==> src/rtl/lru_arb_pkg.sv <==
package lru_arb_pkg;
  parameter int unsigned NUM_IN_DEF = 8;

  function automatic int unsigned idx_w(input int unsigned n);
    return (n > 1) ? $clog2(n) : 1;
  endfunction
endpackage

==> src/rtl/lru_order_list.sv <==
module lru_order_list #(
  parameter int unsigned N_IN = lru_arb_pkg::NUM_IN_DEF,
  localparam int unsigned IW  = lru_arb_pkg::idx_w(N_IN)
) (
  input  logic                     clk_i,
  input  logic                     rst_ni,
  input  logic                     upd_i,
  input  logic [IW-1:0]            win_idx_i,
  output logic [N_IN-1:0][IW-1:0]  order_o
);
  logic [N_IN-1:0][IW-1:0] order_q, order_d;
  logic [N_IN-1:0]         past_win;

  // entries from the winner's slot onward shift one step toward the LRU end
  always_comb begin
    logic seen;
    seen = 1'b0;
    for (int i = 0; i < N_IN; i++) begin
      if (order_q[i] == win_idx_i) seen = 1'b1;
      past_win[i] = seen;
    end
    for (int i = 0; i < N_IN; i++) begin
      if (i == N_IN - 1)    order_d[i] = win_idx_i;
      else if (past_win[i]) order_d[i] = order_q[i+1];
      else                  order_d[i] = order_q[i];
    end
  end

  always_ff @(posedge clk_i or negedge rst_ni) begin
    if (!rst_ni) begin
      for (int i = 0; i < N_IN; i++) order_q[i] <= IW'(i);
    end else if (upd_i) begin
      order_q <= order_d;
    end
  end

  assign order_o = order_q;

  // every input index appears exactly once in the list
  for (genvar v = 0; v < N_IN; v++) begin : g_perm
    logic [N_IN-1:0] hit;
    for (genvar s = 0; s < N_IN; s++) begin : g_slot
      assign hit[s] = (order_q[s] == IW'(v));
    end
    assert_order_perm_R7: assert property (@(posedge clk_i) disable iff (!rst_ni)
      $countones(hit) == 1);
  end

  assert_winner_to_mru_R7: assert property (@(posedge clk_i) disable iff (!rst_ni)
    upd_i |=> order_q[N_IN-1] == $past(win_idx_i));

  assert_order_hold_R9: assert property (@(posedge clk_i) disable iff (!rst_ni)
    !upd_i |=> $stable(order_q));
endmodule

==> src/rtl/lru_pick.sv <==
module lru_pick #(
  parameter int unsigned N_IN = lru_arb_pkg::NUM_IN_DEF,
  localparam int unsigned IW  = lru_arb_pkg::idx_w(N_IN)
) (
  input  logic [N_IN-1:0]          req_i,
  input  logic [N_IN-1:0][IW-1:0]  order_i,
  output logic                     hit_o,
  output logic [IW-1:0]            idx_o
);
  logic [N_IN-1:0] slot_req;

  for (genvar s = 0; s < N_IN; s++) begin : g_slot
    assign slot_req[s] = req_i[order_i[s]];
  end

  // first requesting slot from the LRU end wins
  always_comb begin
    hit_o = 1'b0;
    idx_o = '0;
    for (int s = 0; s < N_IN; s++) begin
      if (slot_req[s] && !hit_o) begin
        hit_o = 1'b1;
        idx_o = order_i[s];
      end
    end
  end

  always_comb begin
    assert_pick_requester_R4: assert (!hit_o || req_i[idx_o]);
  end
endmodule

==> src/rtl/lru_pkt_arb.sv <==
module lru_pkt_arb #(
  parameter int unsigned N_IN = lru_arb_pkg::NUM_IN_DEF,
  localparam int unsigned IW  = lru_arb_pkg::idx_w(N_IN)
) (
  input  logic            clk_i,
  input  logic            rst_ni,
  input  logic [N_IN-1:0] req_i,
  input  logic            xfer_i,
  input  logic            tail_i,
  output logic [N_IN-1:0] gnt_o
);
  logic [N_IN-1:0]         gnt_q, gnt_d;
  logic [N_IN-1:0][IW-1:0] order;
  logic                    busy, tail_hs, pick_hit;
  logic [IW-1:0]           pick_idx, own_idx;

  assign busy    = |gnt_q;
  assign tail_hs = busy & xfer_i & tail_i;

  always_comb begin
    own_idx = '0;
    for (int i = 0; i < N_IN; i++) begin
      if (gnt_q[i]) own_idx = own_idx | IW'(i);
    end
  end

  lru_order_list #(.N_IN(N_IN)) u_order (
    .clk_i     (clk_i),
    .rst_ni    (rst_ni),
    .upd_i     (tail_hs),
    .win_idx_i (own_idx),
    .order_o   (order)
  );

  lru_pick #(.N_IN(N_IN)) u_pick (
    .req_i   (req_i),
    .order_i (order),
    .hit_o   (pick_hit),
    .idx_o   (pick_idx)
  );

  always_comb begin
    gnt_d = gnt_q;
    if (tail_hs) begin
      gnt_d = '0;
    end else if (!busy && pick_hit) begin
      gnt_d = '0;
      gnt_d[pick_idx] = 1'b1;
    end
  end

  always_ff @(posedge clk_i or negedge rst_ni) begin
    if (!rst_ni) gnt_q <= '0;
    else         gnt_q <= gnt_d;
  end

  assign gnt_o = gnt_q;

  assert_gnt_onehot_R2: assert property (@(posedge clk_i) disable iff (!rst_ni)
    $onehot0(gnt_q));

  assert_idle_stays_R3: assert property (@(posedge clk_i) disable iff (!rst_ni)
    (!busy && req_i == '0) |=> gnt_q == '0);

  assert_grant_to_req_R4: assert property (@(posedge clk_i) disable iff (!rst_ni)
    (!busy && req_i != '0) |=> (gnt_q & $past(req_i)) != '0);

  assert_grant_held_R5: assert property (@(posedge clk_i) disable iff (!rst_ni)
    (busy && !tail_hs) |=> $stable(gnt_q));

  assert_release_R6: assert property (@(posedge clk_i) disable iff (!rst_ni)
    tail_hs |=> gnt_q == '0);

  assert_no_effect_idle_R8: assert property (@(posedge clk_i) disable iff (!rst_ni)
    (!busy && xfer_i && tail_i && req_i == '0) |=> gnt_q == '0);
endmodule

==> config.mk <==
export PLATFORM = sky130hd
export DESIGN_NAME = lru_pkt_arb
export DESIGN_NICKNAME = d
export VERILOG_FILES = /design/src/rtl/lru_arb_pkg.sv /design/src/rtl/lru_order_list.sv /design/src/rtl/lru_pick.sv /design/src/rtl/lru_pkt_arb.sv
export SDC_FILE = /design/constraint.sdc
export NUM_CORES = 1
export LEC_CHECK = 0
export BUFFER_PORTS_ARGS = -buffer_cell sky130_fd_sc_hd__buf_2
export CAP_MARGIN = 20
export CORE_MARGIN = 3
export CORE_UTILIZATION = 23
export DETAILED_ROUTE_END_ITERATION = 8
export GPL_TIMING_DRIVEN = 0
export MAX_ROUTING_LAYER = met4
export SYNTH_ARGS = -nofsm -noshare
export SYNTH_HDL_FRONTEND = slang
export SYNTH_SLANG_ARGS = --single-unit
==> constraint.sdc <==
create_clock -name clk_i -period 7.9 [get_ports clk_i]
set_input_delay 0.79 -clock clk_i [delete_from_list [all_inputs] [get_ports clk_i]]
set_output_delay 0.79 -clock clk_i [all_outputs]
set_load 0.05 [all_outputs]
==> Yosys cells after proc, flatten, opt, wreduce, memory -nomap -nowiden <==
Cells that the tools add are included.
Widths: inputs -> output; s select.
{ "totals": {"regBits": 32, "latchBits": 0, "ram_bits": 0, "mem_bits_ro": 0, "inputBits": 12, "output_inout_bits": 8, "word_cells": 104, "mem_count": 0} }
{ "classes": {"add_sub_neg": 0, "mul": 0, "n_div": 0, "magnitude_cmp": 10, "n_eq_ne": 7, "shift": 0, "mux": 50, "bitwise": 2, "reduce_logical": 26} }
{ "op_table": {"columns": ["op", "count"], "rows": [
  ["$lt 3x4->1 const B", 9],
  ["$mux 3", 12],
  ["$mux 1", 25],
  ["$bmux 1 s3", 8],
  ["$eq 3x3->1", 7],
  ["$mux 8", 2],
  ["$reduce_and 2->1", 7],
  ["$logic_and 1x1->1", 9],
  ["$logic_not 1->1", 8],
  ["$reduce_or 8->1", 1],
  ["$mux 2", 2],
  ["$demux 1 s3", 1],
  ["$ge 3x1->1 const B", 1],
  ["$and 1x1->1", 2],
  ["$reduce_bool 2->1", 1]
]} }

==> Longest topological paths before layout <==
{ "depth": {"depth_word": 30, "mapped_depth": 9, "depth_no_buf": 7} }

==> Cells and area by module <==
A second synthesis with hierarchy kept.
{ "unflattened": {"hier_cells": 207, "hier_area_um2": 2514.9} }
{ "by_module_without_submodules": {"columns": ["mod", "instances", "cells_each", "area_each_um2", "seq_area_each_um2"], "rows": [
  ["lru_order_list", 1, 90, 1286.2, 615.6],
  ["lru_pick", 1, 85, 844.6, 0.0],
  ["lru_pkt_arb", 1, 32, 384.1, 200.2]
]} }

==> Least setup slack after synthesis <==
Ideal clock, no wire load.
{ "synth_timing": {"path_kind": "register to register", "startpoint": "reg gnt_q[3], in the netlist gnt_o[3]", "endpoint": "reg u_order.order_q (netlist bit u_order.order_o[18])", "setup_ns": 0.125, "arrival_time_ns": 3.090, "t_required_ns": 7.775, "path_slack_ns": 4.685, "path_stages_with_launch": 10, "n_path_buf": 2, "synth_period_minus_slack_ns": 3.215, "cell_sequence": "dfrtp_1 -> or4_1 -> buf_2 -> or3_4 -> a2111oi_4 -> a311oi_2 -> and3_1 -> buf_2 -> and3_4 -> mux2_4"} }
{ "synth_between": {"elab_chain_len": 14, "word_cells_on_any_way": 23, "classes_between": "7 x eq/ne; 12 x mux; 2 x bitwise; 2 x reduce/logical"} }
{ "synth_lines": {"columns": ["element", "line_no", "source"], "rows": [
  ["start: declaration", "lru_pkt_arb.sv:12", "logic [N_IN-1:0] gnt_q, gnt_d;"],
  ["start signal: assignment", "lru_pkt_arb.sv:54", "else gnt_q <= gnt_d;"],
  ["$mux 2", "lru_pkt_arb.sv:23", "if (gnt_q[i]) own_idx = own_idx | IW'(i);"],
  ["$mux 3 (4 in series)", "lru_pkt_arb.sv:23", null],
  ["$eq 3x3->1", "lru_order_list.sv:19", "if (order_q[i] == win_idx_i) seen = 1'b1;"],
  ["$mux 1 (7 in series)", "lru_order_list.sv:19", null],
  ["$reduce_and 2->1 (no source line) *", null, null],
  ["end signal: assignment", "lru_order_list.sv:33", "order_q <= order_d;"],
  ["end: declaration", "lru_order_list.sv:11", "logic [N_IN-1:0][IW-1:0] order_q, order_d;"]
]} }
Every way passes the cells marked *; elsewhere a longest branch is shown, timed or not.
A chain may end at the register's enable or synchronous reset.

==> Final worst setup path <==
{ "layout_timing": {"startpoint": "in req_i[7]", "endpoint": "reg gnt_q[6], in the netlist gnt_o[6]"} }
{ "layout_between": {"elab_chain_len": 30, "word_cells_on_any_way": 55, "classes_between": "2 x order compare; 36 x mux; 17 x reduce/logical"} }
{ "layout_lines": {"columns": ["element", "line_no", "source"], "rows": [
  ["start: declaration", "lru_pkt_arb.sv:7", "input logic [N_IN-1:0] req_i,"],
  ["$bmux 1 s3", "lru_pick.sv:13", "assign slot_req[s] = req_i[order_i[s]];"],
  ["$mux 1 (not written as such)", "lru_pick.sv:13", null],
  ["$mux 1", "lru_pick.sv:21", "if (slot_req[s] && !hit_o) begin"],
  ["$logic_not 1->1", "lru_pick.sv:21", null],
  ["$logic_and 1x1->1", "lru_pick.sv:21", null],
  ["$mux 1", "lru_pick.sv:21", null],
  ["$logic_not 1->1", "lru_pick.sv:21", null],
  ["$logic_and 1x1->1", "lru_pick.sv:21", null],
  ["(+14 left out)", null, null],
  ["$logic_and 1x1->1", "lru_pick.sv:21", null],
  ["$mux 3", "lru_pick.sv:21", null],
  ["$lt 3x4->1 (not written as such) / $ge 3x1->1 (equally long branches)", "lru_pkt_arb.sv:48", "gnt_d[pick_idx] = 1'b1;"],
  ["$logic_and 1x1->1 (not written as such)", "lru_pkt_arb.sv:48", null],
  ["$mux 1 (not written as such)", "lru_pkt_arb.sv:48", null],
  ["$demux 1 s3", "lru_pkt_arb.sv:48", null],
  ["$mux 8", "lru_pkt_arb.sv:46", "end else if (!busy && pick_hit) begin"],
  ["$mux 8", "lru_pkt_arb.sv:44", "if (tail_hs) begin"]
]} }
Parallel ways exist; a longest one is shown, timed or not. The select of a mux whose other input is x is not followed.

==> run metrics <==
startpoint of the worst hold path=gnt_o[0]$_DFFE_PN0P_; Total Wirelength=6420 um; routing usage on met2=17.0%; Cell Rows=37; worst-case reg-to-reg path depth=9; Layout Nets=268; gate count after technology mapping=230; quantity of I/O buffers inserted on ports=19; highest fanout seen on the critical path=10; die area=0.0122 sq mm; count of inserted antenna diode cells=0; number of resized instances in the post-cts repair step=0; EDFF count, synth=0; TritonCTS clock tree=done; final estimated routing congestion in global placement=0.844; final total negative setup slack=0 ns; Via density=5.16; overall die width=111 um; clock-pin slew on the worst setup and hold paths=0.07 ns; final global-route overflow total=0; clock root buffer=sky130_fd_sc_hd__clkbuf_8; area of the core=0.0105 sq mm; Ports=20; wire per inst=16.3 um; routed via count=2,026; placed wire-length estimate=4560 um; initial antenna violation count=0; number of warnings printed during yosys synthesis=0; layout overhead on the synthesized area=15.0%; share of the clock period used by the worst path=41.7%; total CTS buffers=5; worst-case vdd ir drop=0.179 mV; share of cells above drive strength 1=31.1%; worst hold path depth=2; post-route clock skew=0.00460 ns; count of unique library cells instantiated by Yosys=52; post-synthesis net count=242; GRT Resource Usage Total=11.0%; First-pass DRT Iterations=4; wire length of the first global-routing pass=10,800 um; post-CTS setup buffers=0; effective utilization at floorplan=24.0%; vias in the first global route=1,997; flip-flop cell with the highest count after synthesis=sky130_fd_sc_hd__dfrtp_1; pins over their slew limit=0; crit path kind=in -> reg; Power, Total=1.50 mW; height of the chip=111 um; FF+latch count, synth=32; sequential area share after synthesis=32.5%; classification of the worst-slack hold path=reg -> reg; maximum number of pins on one net before global-route repair=33; reg-to-reg setup timing slack=4.63 ns; latest clock arrival within the worst-skew pair=0.30 ns; WHS Endpoint=gnt_o[0]$_DFFE_PN0P_; DR iter-0 viols=106; Cell Area, Synth=0.00251 sq mm; data required time at the worst endpoint=8.10 ns; Most Crowded Layer GR=met2; Max-Slew Margin vs Limit=44.0%; maximum achievable frequency=303 MHz; Worst Max-Slew Pin Slew=0.833 ns; FF-to-FF Start=gnt_o[3]$_DFFE_PN0P_; CTS sink cnt=32; Clock Path Buffers=2; arrival time worst endpoint=3.49 ns; Critical Path Source=req_i[7]; met3 Resource Use GR=1.64%; status=finished clean; final routed DRC violation total=0; met1 track utilization from global routing=15.1%; mean instance size in the synthesized netlist=10.9 sq um; endpoint type of the worst setup path=flop; final number of setup-violating endpoints=0; final critical delay including setup and external delays=3.30 ns; count of endpoints failing hold in the final timing report=0; hold buffer count at cts=0; MaxCap Viol Count=0; capturing point of the worst reg2reg path=u_order.order_o[18]$_DFFE_PN0P_; number of H-tree levels=2; power per cell area=519 mW/mm^2; setup repair after global routing missed its margin=no; async set-reset flop share out of synthesis=100%; Setup crit start kind=primary input; final antenna-violating net count=0; Pleak=1.12 nW
-- cell usage after synthesis, drive strengths merged, types with 3 or more instances --
library cell,n,area (sq um)
nor4,4,55.1
nand4,4,25.0
mux4,15,338
buf,3,15.0
clkbuf,5,18.8
xor2,6,52.6
dfrtp,20,500
xnor2,11,96.3
inv,4,15.0
nor2b,5,31.3
nand2b,4,25.0
dfstp,12,315
and3,4,30.0
nand2,26,97.6
and2,5,33.8
nand3,6,30.0
o21ai,7,35.0
nor2,10,37.5
or3,4,30.0
mux2,28,338
a21oi,5,25.0
o31ai,8,60.1
mux2i,5,50.1
-- how the worst max path moves through the flow --
| stage | end | slack, ns |
|---|---|---|
| after floorplan | u_order.order_o[18]$_DFFE_PN0P_ | 4.69 |
| after global placement | gnt_o[7]$_DFFE_PN0P_ | 4.34 |
| after detailed placement | gnt_o[7]$_DFFE_PN0P_ | 4.34 |
| after CTS | u_order.order_o[18]$_DFFE_PN0P_ | 4.63 |
| after global routing | gnt_o[7]$_DFFE_PN0P_ | 4.46 |
| final | gnt_o[6]$_DFFE_PN0P_ | 4.60 |
-- state kept, by name, summed over array words and instances, names as in the netlist --
signal,cells
u_order.order_o,24
gnt_o,8
-- where the power goes --
group,switching [mW],internal (mW)
registers,0.106,0.263
logic,0.512,0.455
clock network,0.0707,0.0933
total,0.689,0.812
-- area by class of cell --
class,count,area [sq um]
timing repair buffer,19,95.1
fill,1130,7570
sequential,32,816
multi-input combinational,186,1650
clock buffer,5,68.8
tap,136,170
clock inverter,3,42.5
inverter,4,15.0
buffer,8,33.8
-- critical path, cell delays in order --
cell	delay, ns
sky130_fd_sc_hd__buf_2	0.17
sky130_fd_sc_hd__mux2_1	0.30
sky130_fd_sc_hd__mux4_2	0.54
sky130_fd_sc_hd__nor3_1	0.63
sky130_fd_sc_hd__nand3_1	0.19
sky130_fd_sc_hd__nor3_1	0.38
sky130_fd_sc_hd__o22ai_1	0.20
sky130_fd_sc_hd__o31ai_1	0.29
-- layer usage --
metal | routed length, um | vias up | share of wire, %
met3 | 255 | 10 | 4.0
met4 | 102 | 0 | 1.6
li1 | - | 939 | -
met2 | 3030 | 51 | 47
met1 | 3040 | 1026 | 47
met5 | 0 | - | 0
-- kinds of logic after synthesis --
| kind of cell | Yosys count | share of synthesized area, % |
|---|---|---|
| AND/OR/NAND/NOR | 80 | 18.2 |
| flip-flops | 32 | 32.5 |
| multiplexers | 48 | 28.9 |
| XOR/XNOR | 17 | 5.92 |
| buffers and inverters | 12 | 1.94 |
| AO/OA/AOI/OAI | 41 | 12.6 |
-- cell usage in the layout (no fill, tap or decap), types with 6 or more instances in the layout --
cell type                 synthesis  layout
sky130_fd_sc_hd__nand2_1         26      26
sky130_fd_sc_hd__buf_2            3      22
sky130_fd_sc_hd__dfrtp_1         20      20
sky130_fd_sc_hd__mux4_2          15      15
sky130_fd_sc_hd__mux2_1          12      12
sky130_fd_sc_hd__dfstp_2         12      12
sky130_fd_sc_hd__xnor2_1         11      11
sky130_fd_sc_hd__mux2_2          10      10
sky130_fd_sc_hd__nor2_1          10      10
sky130_fd_sc_hd__o31ai_1          8       8
sky130_fd_sc_hd__nand3_1          6       6
sky130_fd_sc_hd__xor2_1           6       6
sky130_fd_sc_hd__mux2_4           6       6
-- per-stage QoR --
step / worst slack (ns) / instances / cell area, sq um / util, % / hold slack, ns
4_1_cts: 4.63 / 393 / 2890 / 27.6 / 0.524
3_5_place_dp: 4.34 / 385 / 2780 / 26.6 / 0.513
3_3_place_gp: 4.34 / 385 / 2780 / 26.6 / 0.506
6_report: 4.60 / 393 / 2890 / 27.6 / 0.518
2_1_floorplan: 4.69 / 230 / 2510 / - / 0.475
5_1_grt: 4.46 / 393 / 2890 / 27.6 / 0.531
Note: power is estimated with default switching activity, not from simulation.
